<file path="src/rtl/ccd_seq_pkg.sv">
package ccd_seq_pkg;

  typedef enum logic [2:0] {
    ST_IDLE,
    ST_INTEG,
    ST_VXFER,
    ST_VHOLD,
    ST_GAP,
    ST_HREAD,
    ST_FIN
  } seqState_t;

  typedef struct packed {
    logic tickClr;
    logic colInc;
    logic colClr;
    logic rowInc;
    logic rowClr;
  } seqStrobe_t;

endpackage

</file>
<file path="src/rtl/ccd_seq_count.sv">
module ccd_seq_count
  import ccd_seq_pkg::*;
#(
  parameter int TICK_W = 16,
  parameter int COL_W  = 8,
  parameter int ROW_W  = 6
) (
  input  logic              clk,
  input  logic              rstN,
  input  seqStrobe_t        strobe,
  output logic [TICK_W-1:0] tick,
  output logic [COL_W-1:0]  colCnt,
  output logic [ROW_W-1:0]  rowCnt
);

  always_ff @(posedge clk) begin
    if (!rstN) begin
      tick <= '0;
    end else if (strobe.tickClr) begin
      tick <= '0;
    end else begin
      tick <= tick + 1'b1;
    end
  end

  always_ff @(posedge clk) begin
    if (!rstN) begin
      colCnt <= '0;
    end else if (strobe.colClr) begin
      colCnt <= '0;
    end else if (strobe.colInc) begin
      colCnt <= colCnt + 1'b1;
    end
  end

  always_ff @(posedge clk) begin
    if (!rstN) begin
      rowCnt <= '0;
    end else if (strobe.rowClr) begin
      rowCnt <= '0;
    end else if (strobe.rowInc) begin
      rowCnt <= rowCnt + 1'b1;
    end
  end

endmodule

</file>
<file path="src/rtl/ccd_seq_fsm.sv">
module ccd_seq_fsm
  import ccd_seq_pkg::*;
#(
  parameter int INT_W  = 24,
  parameter int TICK_W = 24,
  parameter int COL_W  = 8,
  parameter int ROW_W  = 6,
  parameter int COLS   = 232,
  parameter int ROWS   = 56,
  parameter int SKIP   = 16,
  parameter int V_HALF = 100,
  parameter int GAP    = 150,
  parameter int H_HALF = 313,
  parameter int RG_W   = 10
) (
  input  logic              clk,
  input  logic              rstN,
  input  logic              start,
  input  logic              binMode,
  input  logic [INT_W-1:0]  intCycles,
  input  logic [TICK_W-1:0] tick,
  input  logic [COL_W-1:0]  colCnt,
  input  logic [ROW_W-1:0]  rowCnt,
  output seqStrobe_t        strobe,
  output logic              vPhase1,
  output logic              vPhase2,
  output logic              hPhase1,
  output logic              hPhase2,
  output logic              sumGate,
  output logic              resetGate,
  output logic              shutterOpen,
  output logic              pixValid,
  output logic              frameDone
);

  localparam logic [TICK_W-1:0] V_LAST   = TICK_W'(V_HALF - 1);
  localparam logic [TICK_W-1:0] GAP_LAST = TICK_W'(GAP - 1);
  localparam logic [TICK_W-1:0] PIX_LAST = TICK_W'(2 * H_HALF - 1);
  localparam logic [TICK_W-1:0] H_SPLIT  = TICK_W'(H_HALF);
  localparam logic [TICK_W-1:0] RG_END   = TICK_W'(RG_W);
  localparam logic [COL_W-1:0]  COL_END  = COL_W'(COLS - 1);
  localparam logic [COL_W-1:0]  COL_SKIP = COL_W'(SKIP);
  localparam logic [ROW_W-1:0]  ROW_END  = ROW_W'(ROWS - 1);

  seqState_t        state, stateNext;
  logic             binQ;
  logic [INT_W-1:0] intLastQ;
  logic             rowLast, colLast, hRun;

  assign rowLast = (rowCnt == ROW_END);
  assign colLast = (colCnt == COL_END);
  assign hRun    = (state == ST_HREAD);

  always_comb begin
    stateNext = state;
    strobe    = '0;
    unique case (state)
      ST_IDLE: begin
        strobe.tickClr = 1'b1;
        strobe.colClr  = 1'b1;
        strobe.rowClr  = 1'b1;
        if (start) stateNext = ST_INTEG;
      end
      ST_INTEG: begin
        if (tick == TICK_W'(intLastQ)) begin
          strobe.tickClr = 1'b1;
          stateNext      = ST_VXFER;
        end
      end
      ST_VXFER: begin
        if (tick == V_LAST) begin
          strobe.tickClr = 1'b1;
          stateNext      = ST_VHOLD;
        end
      end
      ST_VHOLD: begin
        if (tick == V_LAST) begin
          strobe.tickClr = 1'b1;
          if (!binQ || rowLast) begin
            stateNext = ST_GAP;
          end else begin
            strobe.rowInc = 1'b1;
            stateNext     = ST_VXFER;
          end
        end
      end
      ST_GAP: begin
        if (tick == GAP_LAST) begin
          strobe.tickClr = 1'b1;
          stateNext      = ST_HREAD;
        end
      end
      ST_HREAD: begin
        if (tick == PIX_LAST) begin
          strobe.tickClr = 1'b1;
          if (colLast) begin
            strobe.colClr = 1'b1;
            if (!binQ && !rowLast) begin
              strobe.rowInc = 1'b1;
              stateNext     = ST_VXFER;
            end else begin
              strobe.rowClr = 1'b1;
              stateNext     = ST_FIN;
            end
          end else begin
            strobe.colInc = 1'b1;
          end
        end
      end
      ST_FIN: begin
        strobe.tickClr = 1'b1;
        stateNext      = ST_IDLE;
      end
      default: stateNext = ST_IDLE;
    endcase
  end

  always_ff @(posedge clk) begin
    if (!rstN) begin
      state    <= ST_IDLE;
      binQ     <= 1'b0;
      intLastQ <= '0;
    end else begin
      state <= stateNext;
      if (state == ST_IDLE && start) begin
        binQ     <= binMode;
        intLastQ <= (intCycles == '0) ? '0 : intCycles - 1'b1;
      end
    end
  end

  // Registered pin stage: decode of the current state and counters.
  always_ff @(posedge clk) begin
    if (!rstN) begin
      vPhase1     <= 1'b1;
      vPhase2     <= 1'b0;
      hPhase1     <= 1'b1;
      hPhase2     <= 1'b0;
      sumGate     <= 1'b0;
      resetGate   <= 1'b0;
      shutterOpen <= 1'b0;
      pixValid    <= 1'b0;
      frameDone   <= 1'b0;
    end else begin
      vPhase2     <= (state == ST_VXFER);
      vPhase1     <= (state != ST_VXFER);
      hPhase2     <= hRun && (tick < H_SPLIT);
      hPhase1     <= !(hRun && (tick < H_SPLIT));
      sumGate     <= hRun && (tick < H_SPLIT);
      resetGate   <= hRun && (tick < RG_END);
      shutterOpen <= (state == ST_INTEG);
      pixValid    <= hRun && (tick == PIX_LAST) && (colCnt >= COL_SKIP);
      frameDone   <= (state == ST_FIN);
    end
  end

  // once a frame runs, integration is entered only from idle.
  assert_start_ignored_R12: assert property (@(posedge clk) disable iff (!rstN)
    (state != ST_IDLE && state != ST_INTEG) |=> (state != ST_INTEG));

  // integration never outlasts the captured length.
  assert_integ_bound_R2: assert property (@(posedge clk) disable iff (!rstN)
    (state == ST_INTEG) |-> (tick <= TICK_W'(intLastQ)));

endmodule

</file>
<file path="src/rtl/ccd_clock_seq.sv">
module ccd_clock_seq
  import ccd_seq_pkg::*;
#(
  parameter int CLK_MHZ = 50,
  parameter int INT_W   = 24,
  parameter int COLS    = 232,
  parameter int ROWS    = 56,
  parameter int SKIP    = 16,
  parameter int V_HALF  = 100,
  parameter int GAP     = 150,
  parameter int H_HALF  = 313,
  parameter int RG_W    = 10,
  localparam int MAXSEG = (V_HALF > GAP)
                          ? ((V_HALF > 2 * H_HALF) ? V_HALF : 2 * H_HALF)
                          : ((GAP > 2 * H_HALF) ? GAP : 2 * H_HALF),
  localparam int SEG_W  = $clog2(MAXSEG + 1),
  localparam int TICK_W = (INT_W > SEG_W) ? INT_W : SEG_W,
  localparam int COL_W  = (COLS > 1) ? $clog2(COLS) : 1,
  localparam int ROW_W  = (ROWS > 1) ? $clog2(ROWS) : 1
) (
  input  logic             clk,
  input  logic             rstN,
  input  logic             start,
  input  logic             binMode,
  input  logic [INT_W-1:0] intCycles,
  output logic             vPhase1,
  output logic             vPhase2,
  output logic             hPhase1,
  output logic             hPhase2,
  output logic             sumGate,
  output logic             resetGate,
  output logic             shutterOpen,
  output logic             pixValid,
  output logic             frameDone,
  output logic [ROW_W-1:0] rowIdx,
  output logic [COL_W-1:0] colIdx
);

  // Elaboration-time timing checks against the sensor minimums.
  if (V_HALF < CLK_MHZ) begin : g_bad_vwidth
    $error("vertical pulse shorter than 1 us");
  end
  if (2 * H_HALF < CLK_MHZ) begin : g_bad_hwidth
    $error("horizontal half-period under 500 ns or pixel rate above 1 MHz");
  end
  if (RG_W * 10 < CLK_MHZ || RG_W < 1) begin : g_bad_rg
    $error("reset pulse shorter than 100 ns");
  end
  if (V_HALF + GAP < 3 * CLK_MHZ || GAP < 1) begin : g_bad_gap
    $error("settling before horizontal clocking under 3 us");
  end
  if (RG_W + 1 >= 2 * H_HALF) begin : g_bad_strobe
    $error("no room for the pixel strobe after the reset pulse");
  end
  if (SKIP >= COLS || ROWS < 2 || COLS < 2) begin : g_bad_array
    $error("array geometry out of range");
  end

  seqStrobe_t        strobe;
  logic [TICK_W-1:0] tick;
  logic [COL_W-1:0]  colCnt;
  logic [ROW_W-1:0]  rowCnt;

  ccd_seq_count #(
    .TICK_W(TICK_W), .COL_W(COL_W), .ROW_W(ROW_W)
  ) u_count (
    .clk(clk), .rstN(rstN), .strobe(strobe),
    .tick(tick), .colCnt(colCnt), .rowCnt(rowCnt)
  );

  ccd_seq_fsm #(
    .INT_W(INT_W), .TICK_W(TICK_W), .COL_W(COL_W), .ROW_W(ROW_W),
    .COLS(COLS), .ROWS(ROWS), .SKIP(SKIP), .V_HALF(V_HALF),
    .GAP(GAP), .H_HALF(H_HALF), .RG_W(RG_W)
  ) u_fsm (
    .clk(clk), .rstN(rstN), .start(start), .binMode(binMode),
    .intCycles(intCycles), .tick(tick), .colCnt(colCnt), .rowCnt(rowCnt),
    .strobe(strobe), .vPhase1(vPhase1), .vPhase2(vPhase2),
    .hPhase1(hPhase1), .hPhase2(hPhase2), .sumGate(sumGate),
    .resetGate(resetGate), .shutterOpen(shutterOpen),
    .pixValid(pixValid), .frameDone(frameDone)
  );

  // Indices delayed to line up with the registered pin stage.
  always_ff @(posedge clk) begin
    if (!rstN) begin
      rowIdx <= '0;
      colIdx <= '0;
    end else begin
      rowIdx <= rowCnt;
      colIdx <= colCnt;
    end
  end

  // Pin-level run counters used only by the assertions below.
  int v2Run, sinceV2, rgRun;
  always_ff @(posedge clk) begin
    if (!rstN) begin
      v2Run   <= 0;
      sinceV2 <= 0;
      rgRun   <= 0;
    end else begin
      v2Run   <= vPhase2 ? v2Run + 1 : 0;
      sinceV2 <= vPhase2 ? 0 : ((sinceV2 < 32'h3fff_ffff) ? sinceV2 + 1 : sinceV2);
      rgRun   <= resetGate ? rgRun + 1 : 0;
    end
  end

  assert_sg_follows_h2_R3: assert property (@(posedge clk) disable iff (!rstN)
    sumGate == hPhase2);

  assert_v2_width_R4: assert property (@(posedge clk) disable iff (!rstN)
    $fell(vPhase2) |-> (v2Run == V_HALF));

  assert_settle_gap_R5: assert property (@(posedge clk) disable iff (!rstN)
    $rose(hPhase2) |-> (sinceV2 >= V_HALF + GAP));

  assert_rg_width_R6: assert property (@(posedge clk) disable iff (!rstN)
    $fell(resetGate) |-> (rgRun == RG_W));

  assert_strobe_clear_R7: assert property (@(posedge clk) disable iff (!rstN)
    pixValid |-> (!resetGate && hPhase1));

  assert_shutter_dark_R10: assert property (@(posedge clk) disable iff (!rstN)
    shutterOpen |-> (!hPhase2 && !resetGate && !vPhase2 && !pixValid));

  assert_done_rest_R11: assert property (@(posedge clk) disable iff (!rstN)
    frameDone |-> (vPhase1 && !vPhase2 && hPhase1 && !hPhase2 && !resetGate
                   && !shutterOpen && !pixValid && rowIdx == '0 && colIdx == '0));

  assert_done_single_R11: assert property (@(posedge clk) disable iff (!rstN)
    frameDone |=> !frameDone);

endmodule

</file>
<file path="config.mk">
export PLATFORM = sky130hd
export DESIGN_NAME = ccd_clock_seq
export DESIGN_NICKNAME = d
export VERILOG_FILES = /design/src/rtl/ccd_seq_pkg.sv /design/src/rtl/ccd_seq_count.sv /design/src/rtl/ccd_seq_fsm.sv /design/src/rtl/ccd_clock_seq.sv
export SDC_FILE = /design/constraint.sdc
export NUM_CORES = 1
export LEC_CHECK = 0
export BUFFER_PORTS_ARGS = -buffer_cell sky130_fd_sc_hd__buf_2
export CAP_MARGIN = 20
export CORE_MARGIN = 2
export CORE_UTILIZATION = 65
export CTS_BUF_LIST = sky130_fd_sc_hd__clkbuf_4
export DETAILED_ROUTE_END_ITERATION = 10
export PLACE_DENSITY = 0.95
export SLEW_MARGIN = 20
export SYNTH_ARGS = -nofsm -noshare
export SYNTH_HDL_FRONTEND = slang
export SYNTH_SLANG_ARGS = --single-unit
export TNS_END_PERCENT = 5
</file>
<file path="constraint.sdc">
create_clock -name clk -period 4.65 [get_ports clk]
set_clock_uncertainty 0.15 [all_clocks]
set_input_delay 1.395 -clock clk [delete_from_list [all_inputs] [get_ports clk]]
set_output_delay 1.395 -clock clk [all_outputs]
set_load 0.005 [all_outputs]
</file>
# After elaboration in Yosys (flattened, before gate mapping)
# Index checks and enable logic that the tools add are counted.
# totals
out_inout_bits	23
regBits	88
# classes
bitwise_logic	1
muxes	26
n_lt_le_gt_ge	3
n_eq_ne	20
addsub	4
n_reduce_logical	18
# ops
operator	count
3-bit 2-to-1 mux	10
24-bit by 1-bit adder with 24-bit output (second input constant)	1
24-bit by 10-bit equality test with 1-bit output (second input constant)	1
24-bit equality test	1
24-bit by 7-bit equality test with 1-bit output (second input constant)	1
24-bit by 8-bit equality test with 1-bit output (second input constant)	1
24-bit zero test	1
24-bit by 4-bit less-than comparator with 1-bit output (second input constant)	1
24-bit by 9-bit less-than comparator with 1-bit output (second input constant)	1
24-bit 2-to-1 mux	1
24-bit by 1-bit subtractor with 24-bit output (second input constant)	1
3-bit one-hot mux with 6 select lines	1
2-bit by 1-bit != test with 1-bit output (second input constant)	5
2-bit OR reduction	5
3-bit equality test (second input constant)	3
1-bit 2-to-1 mux	9
8-bit by 1-bit adder with 8-bit output (second input constant)	1
8-bit equality test (second input constant)	1
8-bit by 5-bit greater-or-equal comparator with 1-bit output (second input constant)	1
7-bit AND reduction	1
6-bit by 1-bit adder with 6-bit output (second input constant)	1
3-bit by 2-bit equality test with 1-bit output (second input constant)	2
6-bit equality test (second input constant)	1
1-bit logical AND	6
10 further kinds	15

# Depth between registers and ports, before layout
# Gate-level depths: netlist of run 1.
# depth
ltp_word	8
mapped_depth	8

# Modules after synthesis
# A second synthesis of run 1 with hierarchy kept.
# unflattened
hier_cells	494
hier_area_um2	4359.2
# modules_own_cells
mod	seq_area_each_um2	area_per_inst_um2	cells_per_inst	instances
ccd_seq_fsm	720.7	2307.2	282	1
ccd_seq_count	760.7	1660.3	183	1
ccd_clock_seq	280.3	391.6	29	1

# Least setup slack after synthesis of run 1
# OpenSTA, ideal clock, no wires.
# synth_timing
kind	input port to flip-flop
start	in intCycles[10]
end	reg u_fsm.intLastQ[10]
n_path_buf	1
stages	7
path_slack_ps	1417
required_ps	4372
arrival_time_ps	2955
path_cell_list	or4_1 > nor3_1 > and2_1 > nand3_1 > nand4_1 > clkbuf_1 > o21ai_0
# synth_via
elab_chain_cells	2
word_cells_on_any_way	3
classes_between	add/sub: 1; mux: 1; reduce/logical: 1
# synth_lines
element	line	text
start: declaration	ccd_clock_seq.sv:25	input logic [INT_W-1:0] intCycles,
24-bit by 1-bit subtractor with 24-bit output or 24-bit zero test (tied branches)	ccd_seq_fsm.sv:127	intLastQ <= (intCycles == '0) ? '0 : intCycles - 1'b1;
24-bit 2-to-1 mux *	ccd_seq_fsm.sv:127	
end signal: assignment	ccd_seq_fsm.sv:127	
end: declaration	ccd_seq_fsm.sv:47	logic [INT_W-1:0] intLastQ;
# Every way passes the cells marked *; elsewhere a longest branch is shown, timed or not.
# A chain may end at the register's enable or synchronous reset.

# Worst setup path after layout of run 1
# layout_timing
start	in intCycles[10]
end	reg u_fsm.intLastQ[7]
# layout_via
elab_chain_cells	2
# layout_lines
element	line
24-bit zero test	ccd_seq_fsm.sv:127
24-bit 2-to-1 mux	ccd_seq_fsm.sv:127
# Every way passes these cells.

==> results of run 1 <==
-- power by group through the flow --
stage / registers [mW] / logic [mW] / clock network (mW)
final: 0.877 / 0.317 / 0.386
after global routing: 0.889 / 0.353 / 0.430
after detailed placement: 0.893 / 0.312 / 0
after floorplan: 0.862 / 0.268 / 0
after CTS: 0.876 / 0.314 / 0.392
after global placement: 0.888 / 0.300 / 0
-- per-layer routing --
layer	GRT usage [%]	up-vias	share of wire [%]
met1	33.09	1724	43
met2	43.92	149	49
met3	5.905	19	5.9
li1	-	1851	-
met4	7.955	0	2.2
met5	0	-	0
-- layout make-up --
class	count	area, µm²	area share (%)
Clock buffer	9	67.56	1.423
Tap cell	80	100.1	2.109
Multi-Input combinational cell	390	2462	51.87
Clock inverter	7	56.30	1.186
Inverter	13	48.80	1.028
Sequential cell	88	1762	37.11
Timing Repair Buffer	50	250.2	5.271
-- critical path: cells and delay by family --
kind / cells / cell delay, ps
AO/OA/AOI/OAI: 1 / 210
buffers and inverters: 1 / 120
AND/OR/NAND/NOR: 5 / 1800
-- cells in the final DEF, fill, tap and decap left out, types with 2 or more instances in the layout --
cell,instances
a211oi_1,3
a21boi_0,3
a21oi_1,14
and2_1,16
and3_1,9
and3b_1,2
and4b_1,2
buf_2,50
clkbuf_4,9
clkinv_4,2
clkinvlp_4,2
dfxtp_1,88
ha_1,8
inv_1,13
mux2i_1,3
nand2_1,51
nand2b_1,7
nand3_1,20
nand3b_1,5
nand4_1,17
nand4b_1,3
nor2_1,53
nor2b_1,2
nor3_1,16
nor4_1,18
nor4b_1,2
nor4bb_1,2
o21ai_0,32
or2_2,5
or3_1,2
or4_1,5
xnor2_1,56
xor2_1,19
-- sequential cells by signal, indices dropped and copies added (netlist names), 3 cells and up --
signal,flops
u_count.colCnt,8
colIdx,8
u_count.tick,24
u_fsm.state,3
rowIdx,6
u_fsm.intLastQ,24
u_count.rowCnt,6
-- metrics by stage --
step	setup slack [ps]	power [mW]	util (%)	hold slack (ps)
6_report	1293	1.580	71.05	337.1
5_1_grt	1107	1.672	71.05	364.8
4_1_cts	1351	1.581	71.05	342.1
3_5_place_dp	867.0	1.204	69.19	315.2
3_3_place_gp	1018	1.188	69.19	309.4
2_1_floorplan	1417	1.131	-	295.8
-- logic make-up (layout without fill, tap and decap cells) --
kind of cell,after synthesis,in the layout,synth area share (%)
AO/OA/AOI/OAI,57,57,7.614
XOR/XNOR,75,75,14.86
adder cells (fa/ha/maj),8,8,2.264
buffers and inverters,42,79,4.444
flip-flops,88,88,39.85
multiplexers,3,3,0.6793
AND/OR/NAND/NOR,247,247,30.29
-- synthesized netlist by cell type (7+ instances only) --
library cell	n	share of area, %
xor2_1	19	3.8
xnor2_1	56	11
nor3_1	16	1.8
clkbuf_1	20	1.7
ha_1	8	2.3
o21ai_0	32	3.6
and2_1	16	2.3
nand2b_1	7	0.99
nand3_1	20	2.3
inv_1	13	1.1
nor2_1	53	4.5
a21oi_1	14	1.6
nand4_1	17	2.4
and3_1	9	1.3
nand2_1	51	4.3
nor4_1	18	2.5
dfxtp_1	88	40
-- worst min-delay path by stage --
| stage | from | to | slack [ps] |
|---|---|---|---|
| final | u_fsm.intLastQ[9] | u_fsm.intLastQ[9] | 340 |
| after global routing | u_fsm.intLastQ[8] | u_fsm.intLastQ[8] | 360 |
| after CTS | u_fsm.intLastQ[6] | u_fsm.intLastQ[6] | 340 |
| after detailed placement | u_fsm.intLastQ[4] | u_fsm.intLastQ[4] | 320 |
| after global placement | u_fsm.intLastQ[21] | u_fsm.intLastQ[21] | 310 |
| after floorplan | u_fsm.intLastQ[0] | u_fsm.intLastQ[0] | 300 |
==> metrics, run 1 <==
Switch Pwr=524.8 µW; fillers=500; crit-path max FO=24; CP max stage delay=560 ps; clock sinks=88; core area=6681 µm²; global-route wire length before repair=15500 µm; Slew Viols, Final=0; # DRC=0; outcome=complete, no violations; Fmax=297.9 MHz; period utilization=72.20%; Sw Ratio=33.22%; FF+latch count, synth=88; R2R cell count=6; Final Hold Fails=0; Crit Path Class=input port to flip-flop; grt total ovfl=0; post-CTS sizing=0; Worst EP required=4810 ps; Mapped Cells=520; worst r2r src=u_count.tick[20]; initial antenna violation count=0; crit path capture=u_fsm.intLastQ[7]; share of cells above drive strength 1=14.00%; Post-synth EDFFs=0; diode count=0; Yosys warning count=0; DP Area=4623 µm²; endpoints failing setup=0; drt pass-1 iters=6; CP endpoint kind=flip-flop; die width=86.47 µm; final instance area=4747 µm²; Initial DRC Count=230; Min-Delay Path Class=flip-flop to flip-flop; Synth Flop Type=dfxtp_1; r2r setup slk=1640 ps; Slew HR=35.14%; GRT Total Usage=25.97%; average size of a mapped cell=8.501 µm²; CTS Buf Count=9; sequential power share=55.5%; Async SR Flop Fraction=0%; Hold Crit Depth=2; number of global-route vias before repair=3340; PwrDens=332.8 nW/µm²; fin cells=637; Rows=30; placed cells=621; final net count=588; worst slew pin tran=972.8 ps; final wirelength=9325 µm; vias per cell=5.876; Initial Utilization=66.16%; clock-pin slew on the worst setup and hold paths=140 ps; PortBufs=50; Area Growth Syn to Fin=7.387%; setup_tns=0 ps; H-tree level count=3; crit path time final=3357 ps; HPWL Detailed=7011 µm; # Post-CTS Setup Buffers=0; cell internal pwr=1.055 mW; Die H=86.47 µm; Clock Path Buffers=2; Peak supply drop=190.4 µV; RSZ-0062 raised after global routing=false; vias=3743; Worst EP arrival=3520 ps; part of the power in the clock network=24.4%; CTS tree=yes; Setup crit start=intCycles[10]; combinational share of power=20.1%; maxcap violations=0; critical path's slowest cell=or4_1; Root Driver=clkbuf_4; Seq/Total Area, Yosys=39.85%; Synth cell types=48; global placement routability congestion=0.8824; P_leak=1.714 nW; IO Count=51; post-synthesis cell area=4420 µm²; Die Area=7476 µm²; WL per Instance=14.64 µm; cts hold-fix bufs=0; worst-skew pair later-pin latency=450 ps; Post-Syn Nets=556; Cell Chain, Critical Path=buf_2 -> or4_1 -> nor3_1 -> and2_1 -> nand3_1 -> nand4_1 -> o21ai_0; Worst Setup Start Kind=input port; DRT antenna net count=0; Worst R2R End=u_count.tick[18]; pin count of the biggest net entering global routing=25
No activity file was read; power rests on OpenSTA's default activity.
==> run 2, diff against run 1 <==
- CORE_UTILIZATION: 65 -> 61
- PLACE_DENSITY: 0.95 -> 0.94
- clock period: 4.65 -> 3.1 ns (I/O delays scaled with it)
==> run 2 against run 1 <==
- flip-flop and latch count unchanged
- sequential power increased by 48%
- sequential share of layout area decreased by 0.98 points
- combinational power increased by 67%
- register-to-register slack got worse by 1100 ps
- critical endpoint is now u_count.colCnt[7]
==> metrics, run 2 (synthesis gave the netlist of run 1 again) <==
maxcap violations=0; RSZ-0062 raised after global routing=false; crit-path max FO=9; final wirelength=9565 µm; grt total ovfl=0; Root Driver=clkbuf_4; Area Growth Syn to Fin=10.30%; outcome=complete, no violations; Peak supply drop=299.1 µV; min-delay src=u_fsm.intLastQ[14]; hold slack=340.9 ps; Multi-input gate area=2462 µm²; # Post-CTS Setup Buffers=0; Worst Path Buf+Inv=0; number of global-route vias before repair=3546; PnR worst setup slack=502.6 ps; DRT antenna net count=0; CP max stage delay=570 ps; share of cells above drive strength 1=15.37%; Die Area=7943 µm²; period utilization=83.79%; Initial DRC Count=246; cts hold-fix bufs=0; Clock Path Buffers=2; clock-pin slew on the worst setup and hold paths=150 ps; most common cell after layout, fill and taps aside=dfxtp_1; Fmax=385.0 MHz; PwrDens=520.8 nW/µm²; Worst Setup Start Kind=flip-flop; core area=7137 µm²; endpoints failing setup=0; Final Hold Fails=0; final core occ=68.32%; pre-CTS setup slack=187.4 ps; Worst EP required=3350 ps; fillers=563; Die H=89.13 µm; pin count of the biggest net entering global routing=25; global placement routability congestion=0.8882; WL per Instance=14.36 µm; clock sinks=88; GRT Total Usage=25.22%; biggest regs=u_count.tick x24, u_fsm.intLastQ x24; Crit Path Class=flip-flop to flip-flop; Slew HR=48.38%; Hold Path End=u_fsm.intLastQ[14]; worst r2r src=u_count.tick[15]; HPWL Detailed=7201 µm; vias=3797; Worst R2R End=u_count.colCnt[7]; worst-skew pair later-pin latency=450 ps; IO Count=51; CTS tree=yes; P_leak=1.776 nW; initial antenna violation count=1; post-CTS sizing=0; critical path's slowest cell=nor4_4; die width=89.13 µm; most frequent cells in the layout=dfxtp_1 (88), xnor2_1 (56), nor2_1 (53); CP endpoint kind=flip-flop; Hold Crit Depth=2; Cell Chain, Critical Path=nor4_2 -> nand2_1 -> nor4_4 -> nand4_2 -> or3_1 -> a21oi_1; Slew Viols, Final=0; vias per cell=5.701; final net count=597; Rows=31; Worst EP arrival=2840 ps; Min-Delay Path Class=flip-flop to flip-flop; family with the most delay on the worst path=simple AND/OR/NAND/NOR gates; R2R cell count=6; setup_tns=0 ps; CTS Buf Count=9; worst slew pin tran=774.3 ps; # DRC=0; drt pass-1 iters=6; global-route wire length before repair=15430 µm; crit path time final=2597 ps; Storage cell area=1762 µm²; PortBufs=50; Initial Utilization=61.94%; H-tree level count=3; r2r setup slk=500 ps; Tot Pwr=2.539 mW
-- run 2: cell count changes in the layout (fill, tap and decap cells not counted) --
cell       before  now
inv_8           1    0
buf_4           0    9
inv_6           1    0
clkbuf_4        9   10
bufinv_16       0    2
diode_2         0    1
clkinv_4        2    0
clkinv_2        0    1
-- run 2: worst max-delay path by stage --
stage                                 from                 end  slack [ps]  depth (start not counted)
after floorplan              intCycles[10]  u_fsm.intLastQ[10]         330                          7
after global placement       intCycles[10]  u_fsm.intLastQ[22]         250                          8
after detailed placement     intCycles[10]  u_fsm.intLastQ[22]         190                          8
after CTS                 u_count.tick[15]   u_count.colCnt[7]         520                          6
after global routing      u_count.tick[19]      u_fsm.state[0]         290                          6
final                     u_count.tick[15]   u_count.colCnt[7]         500                          6
-- run 2: final cells by class --
class	instances	share of cell area (%)
Clock buffer	10	1.540
Antenna cell	1	0.05132
Clock inverter	6	1.719
Tap cell	99	2.540
Timing Repair Buffer	59	6.518
Sequential cell	88	36.13
Multi-Input combinational cell	390	50.50
Inverter	13	1.001
-- run 2: stage by stage --
step | cell area (µm²) | cells
6_report | 4876 | 666
5_1_grt | 4876 | 666
3_3_place_gp | 4715 | 649
3_5_place_dp | 4715 | 649
2_1_floorplan | 4420 | 520
4_1_cts | 4873 | 665
-- run 2: worst reg2reg max path, cell delays in order (launching register included) --
cell and delay (ps):
dfxtp_1 380, nor4_2 520, nand2_1 230, nor4_4 570, nand4_2 200, or3_1 340, a21oi_1 160
-- run 2: metal layers --
metal  track usage, %  vias to the layer above  routed length, µm
li1                 -                     1857                  -
met2            44.71                      123               4857
met1            28.06                     1793               4011
met3            5.263                       24                404
met5                0                        -                  0
met4            13.84                        0                292
-- run 2: report_power, final --
group	switching [mW]	total (mW)	internal (mW)
registers	0.0823	1.30	1.22
clock network	0.379	0.711	0.332
logic	0.307	0.528	0.220
total	0.769	2.54	1.77
